### config.mk
export PLATFORM = sky130hd
export DESIGN_NAME = shared_word_fifo
export DESIGN_NICKNAME = d
export VERILOG_FILES = /design/src/rtl/sfifo_pkg.sv /design/src/rtl/sfifo_store.sv /design/src/rtl/sfifo_tx_unpack.sv /design/src/rtl/sfifo_rx_pack.sv /design/src/rtl/shared_word_fifo.sv
export SDC_FILE = /design/constraint.sdc
export NUM_CORES = 1
export LEC_CHECK = 0
export BUFFER_PORTS_ARGS = -buffer_cell sky130_fd_sc_hd__buf_4
export CORE_ASPECT_RATIO = 1.4
export CORE_MARGIN = 2
export CORE_UTILIZATION = 40
export CTS_CLUSTER_SIZE = 14
export DETAILED_ROUTE_END_ITERATION = 16
export REMOVE_ABC_BUFFERS = 1
export SLEW_MARGIN = 20
export SYNTH_ARGS = -nofsm -noshare
export SYNTH_HDL_FRONTEND = slang
export SYNTH_SLANG_ARGS = --single-unit
### constraint.sdc
create_clock -name clk -period 6.1 [get_ports clk]
set_input_delay 1.83 -clock clk [delete_from_list [all_inputs] [get_ports clk]]
set_output_delay 1.83 -clock clk [all_outputs]
set_load 0.02 [all_outputs]
### src/rtl/sfifo_pkg.sv
// Shared definitions for the shared transmit/receive word FIFO.
package sfifo_pkg;
    localparam int unsigned BYTE_W = 8;

    // Direction of the active command
    typedef enum logic {
        DIR_TX = 1'b0,
        DIR_RX = 1'b1
    } sfifo_dir_e;
endpackage

### src/rtl/sfifo_store.sv
// Word storage with one occupancy count.
// Assumes the caller never pushes when full nor pops when empty; flush wins.
module sfifo_store #(
    parameter int unsigned WORD_W = 32,
    parameter int unsigned DEPTH  = 16,
    localparam int unsigned AW    = $clog2(DEPTH),
    localparam int unsigned CW    = $clog2(DEPTH + 1)
) (
    input  logic              clk,
    input  logic              rst_n,
    input  logic              flush,
    input  logic              push,
    input  logic [WORD_W-1:0] push_data,
    input  logic              pop,
    output logic [WORD_W-1:0] head,
    output logic [CW-1:0]     count
);
    logic [WORD_W-1:0] mem [DEPTH];
    logic [AW-1:0]     wr_ptr, rd_ptr;

    function automatic logic [AW-1:0] bump(input logic [AW-1:0] p);
        return (p == AW'(DEPTH - 1)) ? '0 : p + 1'b1;
    endfunction

    // Write the pushed word into the array (no reset needed on storage)
    always_ff @(posedge clk) begin
        if (push) mem[wr_ptr] <= push_data;
    end

    // Advance pointers and the shared occupancy count
    always_ff @(posedge clk) begin
        if (!rst_n || flush) begin
            wr_ptr <= '0;
            rd_ptr <= '0;
            count  <= '0;
        end else begin
            if (push) wr_ptr <= bump(wr_ptr);
            if (pop)  rd_ptr <= bump(rd_ptr);
            count <= count + CW'(push) - CW'(pop);
        end
    end

    assign head = mem[rd_ptr];

    p_count_bound_r1: assert property (@(posedge clk) disable iff (!rst_n)
        count <= CW'(DEPTH));
    p_count_step_r1: assert property (@(posedge clk) disable iff (!rst_n)
        (push && !pop && !flush) |=> count == $past(count) + 1'b1);
    p_no_overflow_r3: assert property (@(posedge clk) disable iff (!rst_n)
        push |-> count < CW'(DEPTH));
    p_no_underflow_r4: assert property (@(posedge clk) disable iff (!rst_n)
        pop |-> count != '0);
endmodule

### src/rtl/sfifo_tx_unpack.sv
// Transmit side: presents the head word one byte at a time, low lane first.
// Assumes head is valid whenever have_word is high.
module sfifo_tx_unpack #(
    parameter int unsigned WORD_W = 32,
    localparam int unsigned LANES = WORD_W / sfifo_pkg::BYTE_W,
    localparam int unsigned LW    = $clog2(LANES)
) (
    input  logic                         clk,
    input  logic                         rst_n,
    input  logic                         flush,
    input  logic                         enable,
    input  logic                         have_word,
    input  logic [WORD_W-1:0]            head,
    input  logic                         take,
    input  logic                         last,
    output logic                         byte_valid,
    output logic [sfifo_pkg::BYTE_W-1:0] byte_out,
    output logic                         pop_word
);
    logic [LW-1:0] lane;

    assign byte_valid = enable && have_word;
    assign byte_out   = sfifo_pkg::BYTE_W'(head >> (32'(lane) * sfifo_pkg::BYTE_W));
    assign pop_word   = byte_valid && take && (lane == LW'(LANES - 1) || last);

    // Track the lane of the next byte to send
    always_ff @(posedge clk) begin
        if (!rst_n || flush)            lane <= '0;
        else if (pop_word)              lane <= '0;
        else if (byte_valid && take)    lane <= lane + 1'b1;
    end
endmodule

### src/rtl/sfifo_rx_pack.sv
// Receive side: packs bytes little-endian into words; a last byte ends the word early.
// Assumes enable already includes room in the storage.
module sfifo_rx_pack #(
    parameter int unsigned WORD_W = 32,
    localparam int unsigned LANES = WORD_W / sfifo_pkg::BYTE_W,
    localparam int unsigned LW    = $clog2(LANES)
) (
    input  logic                         clk,
    input  logic                         rst_n,
    input  logic                         flush,
    input  logic                         enable,
    input  logic                         byte_valid,
    input  logic [sfifo_pkg::BYTE_W-1:0] byte_in,
    input  logic                         last,
    output logic [WORD_W-1:0]            word,
    output logic                         push_word
);
    logic [LW-1:0]     lane;
    logic [WORD_W-1:0] acc;
    logic              accept;

    assign accept    = enable && byte_valid;
    assign word      = acc | (WORD_W'(byte_in) << (32'(lane) * sfifo_pkg::BYTE_W));
    assign push_word = accept && (lane == LW'(LANES - 1) || last);

    // Collect lanes until the word completes
    always_ff @(posedge clk) begin
        if (!rst_n || flush) begin
            lane <= '0;
            acc  <= '0;
        end else if (push_word) begin
            lane <= '0;
            acc  <= '0;
        end else if (accept) begin
            lane <= lane + 1'b1;
            acc  <= word;
        end
    end

    p_zero_upper_r7: assert property (@(posedge clk) disable iff (!rst_n)
        (push_word && lane != LW'(LANES - 1)) |->
        ((word >> ((32'(lane) + 1) * sfifo_pkg::BYTE_W)) == '0));
endmodule

### src/rtl/shared_word_fifo.sv
// Shared transmit/receive word FIFO: one array, direction chosen by cmd_dir.
// Handles host data port, levels, sticky error flags and one-cycle soft flush.
// Assumes cmd_dir is held stable for the length of a command.
module shared_word_fifo #(
    parameter int unsigned WORD_W = 32,
    parameter int unsigned DEPTH  = 16,
    localparam int unsigned CW    = $clog2(DEPTH + 1)
) (
    input  logic                         clk,
    input  logic                         rst_n,
    input  logic                         cmd_dir,
    input  logic                         host_wr_en,
    input  logic [WORD_W-1:0]            host_wdata,
    input  logic                         host_rd_en,
    output logic [WORD_W-1:0]            host_rdata,
    input  logic [1:0]                   flag_clr,
    input  logic                         srst_set,
    output logic                         srst_busy,
    output logic                         stat_tx_empty,
    output logic                         stat_rx_empty,
    output logic [CW-1:0]                stat_tx_level,
    output logic [CW-1:0]                stat_rx_level,
    output logic                         stat_tx_ovf,
    output logic                         stat_rx_udf,
    output logic                         shf_tx_valid,
    output logic [sfifo_pkg::BYTE_W-1:0] shf_tx_byte,
    input  logic                         shf_tx_take,
    input  logic                         shf_tx_last,
    input  logic                         shf_rx_valid,
    input  logic [sfifo_pkg::BYTE_W-1:0] shf_rx_byte,
    input  logic                         shf_rx_last,
    output logic                         shf_rx_ready
);
    import sfifo_pkg::*;

    sfifo_dir_e        dir;
    logic [CW-1:0]     count;
    logic [WORD_W-1:0] head, pk_word, push_data;
    logic              full, empty, push, pop, pk_push, up_pop;
    logic              host_push, host_pop, ovf_hit, udf_hit;

    assign dir   = sfifo_dir_e'(cmd_dir);
    assign full  = (count == CW'(DEPTH));
    assign empty = (count == '0);

    // Route host and shifter sides by the active direction
    assign host_push = (dir == DIR_TX) && host_wr_en && !full;
    assign host_pop  = (dir == DIR_RX) && host_rd_en && !empty;
    assign push      = (dir == DIR_RX) ? pk_push : host_push;
    assign push_data = (dir == DIR_RX) ? pk_word : host_wdata;
    assign pop       = (dir == DIR_RX) ? host_pop : up_pop;
    assign ovf_hit   = (dir == DIR_TX) && host_wr_en && full;
    assign udf_hit   = (dir == DIR_RX) && host_rd_en && empty;

    assign host_rdata    = (dir == DIR_RX && !empty) ? head : '0;
    assign stat_rx_level = count;
    assign stat_tx_level = CW'(DEPTH) - count;
    assign stat_tx_empty = empty;
    assign stat_rx_empty = empty;
    assign shf_rx_ready  = (dir == DIR_RX) && !srst_busy && !full;

    sfifo_store #(.WORD_W(WORD_W), .DEPTH(DEPTH)) u_store (
        .clk(clk), .rst_n(rst_n), .flush(srst_busy), .push(push),
        .push_data(push_data), .pop(pop), .head(head), .count(count)
    );

    sfifo_tx_unpack #(.WORD_W(WORD_W)) u_unpack (
        .clk(clk), .rst_n(rst_n), .flush(srst_busy),
        .enable((dir == DIR_TX) && !srst_busy), .have_word(!empty),
        .head(head), .take(shf_tx_take), .last(shf_tx_last),
        .byte_valid(shf_tx_valid), .byte_out(shf_tx_byte), .pop_word(up_pop)
    );

    sfifo_rx_pack #(.WORD_W(WORD_W)) u_pack (
        .clk(clk), .rst_n(rst_n), .flush(srst_busy), .enable(shf_rx_ready),
        .byte_valid(shf_rx_valid), .byte_in(shf_rx_byte), .last(shf_rx_last),
        .word(pk_word), .push_word(pk_push)
    );

    // Soft reset: request raises busy for one cycle, during which all is flushed
    always_ff @(posedge clk) begin
        if (!rst_n) srst_busy <= 1'b0;
        else        srst_busy <= srst_busy ? 1'b0 : srst_set;
    end

    // Sticky error flags; a new error wins over a same-cycle clear
    always_ff @(posedge clk) begin
        if (!rst_n) begin
            stat_tx_ovf <= 1'b0;
            stat_rx_udf <= 1'b0;
        end else begin
            stat_tx_ovf <= ovf_hit || (stat_tx_ovf && !flag_clr[0]);
            stat_rx_udf <= udf_hit || (stat_rx_udf && !flag_clr[1]);
        end
    end

    p_ovf_set_r3: assert property (@(posedge clk) disable iff (!rst_n)
        (!cmd_dir && host_wr_en && stat_rx_level == CW'(DEPTH)) |=> stat_tx_ovf);
    p_ovf_sticky_r5: assert property (@(posedge clk) disable iff (!rst_n)
        (stat_tx_ovf && !flag_clr[0]) |=> stat_tx_ovf);
    p_udf_sticky_r5: assert property (@(posedge clk) disable iff (!rst_n)
        (stat_rx_udf && !flag_clr[1]) |=> stat_rx_udf);
    p_busy_pulse_r9: assert property (@(posedge clk) disable iff (!rst_n)
        srst_busy |=> (!srst_busy && stat_rx_level == '0));
    p_ready_full_r11: assert property (@(posedge clk) disable iff (!rst_n)
        (stat_tx_level == '0) |-> !shf_rx_ready);
    p_tx_valid_dir_r10: assert property (@(posedge clk) disable iff (!rst_n)
        shf_tx_valid |-> (!cmd_dir && stat_rx_level != '0));
endmodule

==> results of run 1 <==
## how the worst max path moves through the flow
stage	start	to	slack, ns
after floorplan	flop	shf_tx_byte[0]	-2.62
after global placement	cmd_dir	host_rdata[23]	0.81
after detailed placement	cmd_dir	host_rdata[9]	0.80
after CTS	flop	shf_tx_byte[3]	0.60
after global routing	flop	shf_tx_byte[1]	0.53
final	flop	shf_tx_byte[3]	0.65
## state kept, by name (all words and copies together) (netlist names), named ones only
name	count
u_store.mem	512
u_pack.acc	32
u_store.count	5
u_store.rd_ptr	4
u_store.wr_ptr	4
u_pack.lane	2
u_unpack.lane	2
srst_busy	1
stat_rx_udf	1
stat_tx_ovf	1
## through the flow
stage                     setup WS, ns  hold WS, ns  cell area, um2
after floorplan                  -2.62        0.438           21900
after global placement           0.808        0.447           24100
after detailed placement         0.800        0.457           24100
after CTS                        0.596        0.473           25900
after global routing             0.529        0.504           25900
final                            0.646        0.472           25900
## Yosys cell counts, types with 2 or more instances
library cell,n,area share
and2_1,11,0.0031
and3_1,11,0.0031
mux4_2,128,0.13
o21bai_1,2,0.00067
or2_2,2,0.00056
xor2_1,2,0.00079
nor3_1,6,0.0013
a21boi_0,2,0.00067
clkbuf_1,44,0.0074
mux2i_1,3,0.0013
nand3_1,3,0.00067
xnor2_1,5,0.0020
nand2b_1,8,0.0022
o21ai_0,4,0.00090
dfxtp_1,56,0.050
buf_2,6,0.0013
or3_1,2,0.00056
nor2_1,79,0.013
nor2b_1,6,0.0017
inv_1,18,0.0030
a21oi_1,171,0.038
nor4_1,2,0.00056
or4_1,8,0.0027
a22oi_1,64,0.022
ha_1,17,0.0095
nand2_1,7,0.0012
buf_4,8,0.0027
buf_1,12,0.0020
clkbuf_2,8,0.0018
buf_6,3,0.0015
edfxtp_1,512,0.69
## placed cells by master, fill, tap and decap left out, types with 18 or more instances in the layout
cell       instances
dfxtp_1           54
nor2_1            78
mux4_2           128
buf_4            141
a22oi_1           64
edfxtp_1         512
a21oi_1          156
inv_1             18
clkbuf_16         54
## routing by layer
metal	part of all wire	vias to the layer above
li1	-	5159
met1	0.40	6295
met2	0.50	507
met3	0.065	92
met4	0.034	0
met5	0	-
## logic make-up after synthesis
group,count (synthesis)
xor gates and xnor gates,7
buffers and inverters,99
and+or+nand+nor,150
muxes,131
AOI/OAI and AO/OA,248
adders and majority gates,18
DFF,568
## worst register-to-register path, stage by stage, from the launching register on
cell and delay (ns):
dfxtp_1 0.37, inv_1 0.12, ha_1 0.19, and2_1 0.16, ha_1 0.29, nand2b_2 0.66, a2bb2oi_1 0.55, inv_1 0.14
ha_1 0.30, inv_1 0.05, ha_1 0.15, inv_1 0.06, fa_1 0.42, o21bai_1 0.15, a21oi_1 0.09, xnor2_1 0.15
nor2_1 0.05
## power groups by stage
| stage | clock network, mW | registers (mW) | logic (mW) |
|---|---|---|---|
| after floorplan | 0 | 4.55 | 0.837 |
| after global placement | 0 | 4.48 | 1.38 |
| after detailed placement | 0 | 4.49 | 1.39 |
| after CTS | 3.39 | 4.40 | 1.40 |
| after global routing | 3.53 | 4.41 | 1.49 |
| final | 3.35 | 4.40 | 1.38 |
## area by class of cell
cell class,instances,share of cell area
repair buffers,147,0.0455
multi-input cells,554,0.212
inverters,18,0.00261
clock buffers,79,0.0589
well taps,728,0.0352
flip-flops and latches,568,0.637
diodes,1,0.0000966
clock inverters,19,0.00903
==> flow_summary.yaml, run 1 <==
global_route:
  grt-ovfl-total: 0
  track_usage: 0.206
  busiest_layer: "met2"
  grt_use_met1: 0.275
  gr-usage-met3: 0.0304
  grt_pass1_wl_mm: 85.4
  antenna_found_initial: 1
  use_met2: 0.345
  grt_max_degree: 55
  first_global_vias: 12474
synth:
  ys_warn_count: 0
  synth_top_family_by_area: "multiplexers"
  synth_mux_area_frac: 0.131
  async_reset_ff_frac: 0
  avgSynthCellArea_um2: 18.3
  synth.distinct_cells: 42
  syn-cell-area_um2: 22300
  synthAdderAreaFrac: 0.0104
  netlist_instances: 1221
  synth-simple-area-share: 0.0329
  synth_compound_area_frac: 0.0639
  synthFlopType: "edfxtp_1"
  ys_ff_latch: 568
  synth_edf_count: 512
  synth_xor_xnor_area_share: 0.00275
  ys_seq_area_frac: 0.740
layout:
  nets: 1411
  post-route-util: 0.469
  ff_latch_area_um2: 16500
  n_fill_cell: 4612
  final_layout_size_suffix_gt1_frac: 0.284
  multiInputGateArea_um2: 5490
  instances_no_fill: 2114
  area_growth_pct: 16.2
setup_path:
  crit_path_end_kind: "output port"
  critPathTopFamily: "flip-flops"
  arrival_ns: 3.62
  reg2reg_slack_ns: 2.07
  r2r_start: "u_store.count[1]"
  crit_path_start_kind: "flop"
  crit_chain: "buf_12 > mux4_2 > a22oi_1 > a21oi_1 > or4_1 > buf_4"
  path_buf_inv: 2
  rr_endpoint: "u_store.count[4]"
  crit_slowest_cell: "dfxtp_4"
  cpPeakStageDelay_ns: 0.71
  worst-path-stages: 6
  r2r_cells: 16
  path_class: "reg2out"
  cp.required_ns: 4.27
  critPathMaxFanout: 29
floorplanning:
  rows: 102
  core_area_um2: 55300
  dieArea_um2: 57700
  ios: 109
  die_h_um: 283
  initial_utilization: 0.404
  die_w_um: 204
timing:
  drv_slew: 0
  hold_violations: 0
  post-route-period-util: 0.894
  setup_viol: 0
  setup_tns_ns: 0
  tightest_slew_ns: 1.19
  relSlewSlack: 0.201
  fmax_ghz: 0.183
  clock_skew_ns: 0.0186
  period_minus_slack_ns: 5.45
  rsz0062_at_grt: "no"
power:
  p_switching_mw: 2.26
  p_int_mw: 6.87
  pwr-share-clk: 0.367
  p_comb_frac: 0.151
  power.density_nw_per_um2: 352
  p_sw_frac: 0.247
  seq_power_share: 0.482
  power.leakage_nw: 8.32
  total_power_mw: 9.13
  irDropWorstVdd_mv: 0.292
routing:
  ant_nets: 0
  post-route-drc-count: 0
  drt-wirelength-per-cell_um: 28.0
  drtIter0Drc: 1476
  vias: 12053
  viasPerCell: 5.70
  wirelength_mm: 59.2
  drt_first_pass_iters: 5
clocking:
  cts_setup_buffers: 0
  cts.sinks: 568
  htree_levels: 2
  cts_buffers: 52
  cts_buffer_depth: 3
  cts.repair.resized: 0
  clk-insertion-delay-late_ns: 0.58
  cts_tree: "yes"
  clk_pin_slew_ns: 0.06
  hold_buffers: 0
  cts_root_buf: "clkbuf_16"
outcome:
  status: "complete, no violations"
place:
  numPlacedInstances: 2015
  gp_congestion: 0.746
  port_buffers: 108
  dp_hpwl_mm: 34.9
min_path:
  min_path_type: "reg2reg"
  hp-start: "u_pack.acc[5]"
  hold_depth: 2
  whs_endpoint: "u_pack.acc[5]"
flow_run:
  maxCapViolCount: 0
Note: power is estimated with default switching activity, not from simulation.
==> run 2, diff against run 1 <==
==> constraint.sdc (replaced) <==
create_clock -name clk -period 6.1 [get_ports clk]
set_input_delay 1.22 -clock clk [delete_from_list [all_inputs] [get_ports clk]]
set_output_delay 1.22 -clock clk [all_outputs]
set_load 0.02 [all_outputs]
==> run 2 against run 1 <==
Effect of this change: non-clock buffer count decreased by 5; critical path depth unchanged; combinational power hardly changed; fmax grew 4.2%; highest routed layer unchanged; final cell count decreased by 0.71%; sequential power hardly changed; clock skew about the same; core utilization down 0.45 points; worst setup slack improved by 0.22 ns; flip-flop and latch count unchanged; largest cell class unchanged.
==> flow_summary.yaml, run 2 (synthesis gave the netlist of run 1 again) <==
outcome:
  status: "complete, no violations"
floorplanning:
  rows: 102
  core_area_um2: 55300
  ios: 109
  dieArea_um2: 57700
  initial_utilization: 0.404
  die_w_um: 204
  die_h_um: 283
clocking:
  clk_pin_slew_ns: 0.06
  cts.sinks: 568
  clk-insertion-delay-late_ns: 0.58
  cts_tree: "yes"
  htree_levels: 2
  cts_buffer_depth: 3
  cts.repair.resized: 0
  cts_setup_buffers: 0
  hold_buffers: 0
  cts_root_buf: "clkbuf_16"
  cts_buffers: 50
routing:
  vias: 12086
  post-route-drc-count: 0
  dr.max_layer_used: "met4"
  wirelength_mm: 58.1
  viasPerCell: 5.76
  m1WireLength_mm: 23.8
  ant_nets: 0
  drt_first_pass_iters: 7
  dr_wl_met2_mm: 29.2
  drtIter0Drc: 1183
  wl_met3_mm: 3.46
  drt-wirelength-per-cell_um: 27.7
timing:
  period_minus_slack_ns: 5.23
  clock_skew_ns: 0.0183
  drv_slew: 0
  tightest_slew_ns: 1.16
  relSlewSlack: 0.228
  setup_viol: 0
  setup_tns_ns: 0
  rsz0062_at_grt: "no"
  post-route-period-util: 0.858
  hold_violations: 0
  fmax_ghz: 0.191
power:
  power.density_nw_per_um2: 346
  p_sw_frac: 0.247
  p_switching_mw: 2.19
  p_comb_frac: 0.155
  power.leakage_nw: 8.19
  seq_power_share: 0.497
  pwr-share-clk: 0.348
  irDropWorstVdd_mv: 0.246
  p_int_mw: 6.69
place:
  gp_congestion: 0.749
  dp_hpwl_mm: 33.7
  port_buffers: 108
  placed_area_um2: 24000
global_route:
  grt-ovfl-total: 0
  first_global_vias: 12515
  grt_pass1_wl_mm: 84.3
  track_usage: 0.203
  grt_max_degree: 54
  antenna_found_initial: 0
layout:
  stdcell_area_um2: 25700
  largest_reg_flops: 512
  biggestRegsByFlops: "u_store.mem: 512 flops, u_pack.acc: 32 flops, u_store.count: 5 flops"
  n_antenna_cell: 0
  final_layout_size_suffix_gt1_frac: 0.271
  n_fill_cell: 4688
  nets: 1404
  regMostFlops: "u_store.mem"
  layout_commonest_cell: "edfxtp_1"
  area_growth_pct: 15.1
  layout_common_cells: "edfxtp_1 (512), a21oi_1 (158), buf_4 (138)"
  post-route-util: 0.464
setup_path:
  critPathMaxFanout: 53
  crit_path_end_kind: "output port"
  path_class: "reg2out"
  cp.required_ns: 4.88
  arrival_ns: 4.01
  crit_path_start_kind: "flop"
  r2r_start: "u_store.count[1]"
min_path:
  min_path_type: "reg2reg"
  hp-start: "u_pack.acc[7]"
flow_run:
  maxCapViolCount: 0
## run 2: cell count changes in the layout (fill, tap and decap cells not counted), moves of 3 or more
cell / change
clkinv_1: +3
buf_4: -3
clkbuf_8: -4
clkinv_2: -4
## run 2: cell type report
cell class / count / area, um2 / area share
clock buffers: 76 / 1450 / 0.0566
clock inverters: 13 / 133 / 0.00517
inverters: 18 / 67.6 / 0.00263
multi-input cells: 554 / 5480 / 0.214
flip-flops and latches: 568 / 16500 / 0.643
well taps: 728 / 911 / 0.0355
repair buffers: 142 / 1120 / 0.0435
## run 2: worst paths after layout
path                                         end  slack (ns)  cells past startpoint
worst max register to register  u_store.count[4]        1.73                     16
worst min-delay path               u_pack.acc[7]        0.47                      2
worst min register to register     u_pack.acc[7]        0.47                      2
worst max-delay path              shf_tx_byte[1]        0.87                      6
## run 2: power by group through the flow
stage / sequential (mW) / combinational [mW] / clock [mW]
2_1_floorplan: 4.55 / 0.837 / 0
3_3_place_gp: 4.50 / 1.38 / 0
3_5_place_dp: 4.51 / 1.38 / 0
4_1_cts: 4.42 / 1.39 / 3.14
5_1_grt: 4.43 / 1.48 / 3.28
6_report: 4.42 / 1.37 / 3.09
## run 2: metal layers
metal,vias to the layer above,global-route usage
met5,-,0
met1,6413,0.277
met3,79,0.0264
met2,445,0.338
li1,5149,-
met4,0,0.0670
## run 2: critical path: stages (launching register included)
cell     delay (ns)
dfxtp_4        0.95
buf_4          0.51
mux4_2         0.38
a22oi_1        0.62
a21oi_1        0.19
or4_1          0.55
buf_4          0.20
## run 2: stage by stage
step | instances | hold WS, ns | total power [mW] | setup slack, ns
after floorplan | 1140 | 0.438 | 5.39 | -2.01
after global placement | 2010 | 0.447 | 5.88 | 1.42
after detailed placement | 2010 | 0.456 | 5.89 | 1.46
after CTS | 2099 | 0.472 | 8.95 | 0.844
after global routing | 2099 | 0.495 | 9.19 | 0.821
final | 2099 | 0.469 | 8.89 | 0.868
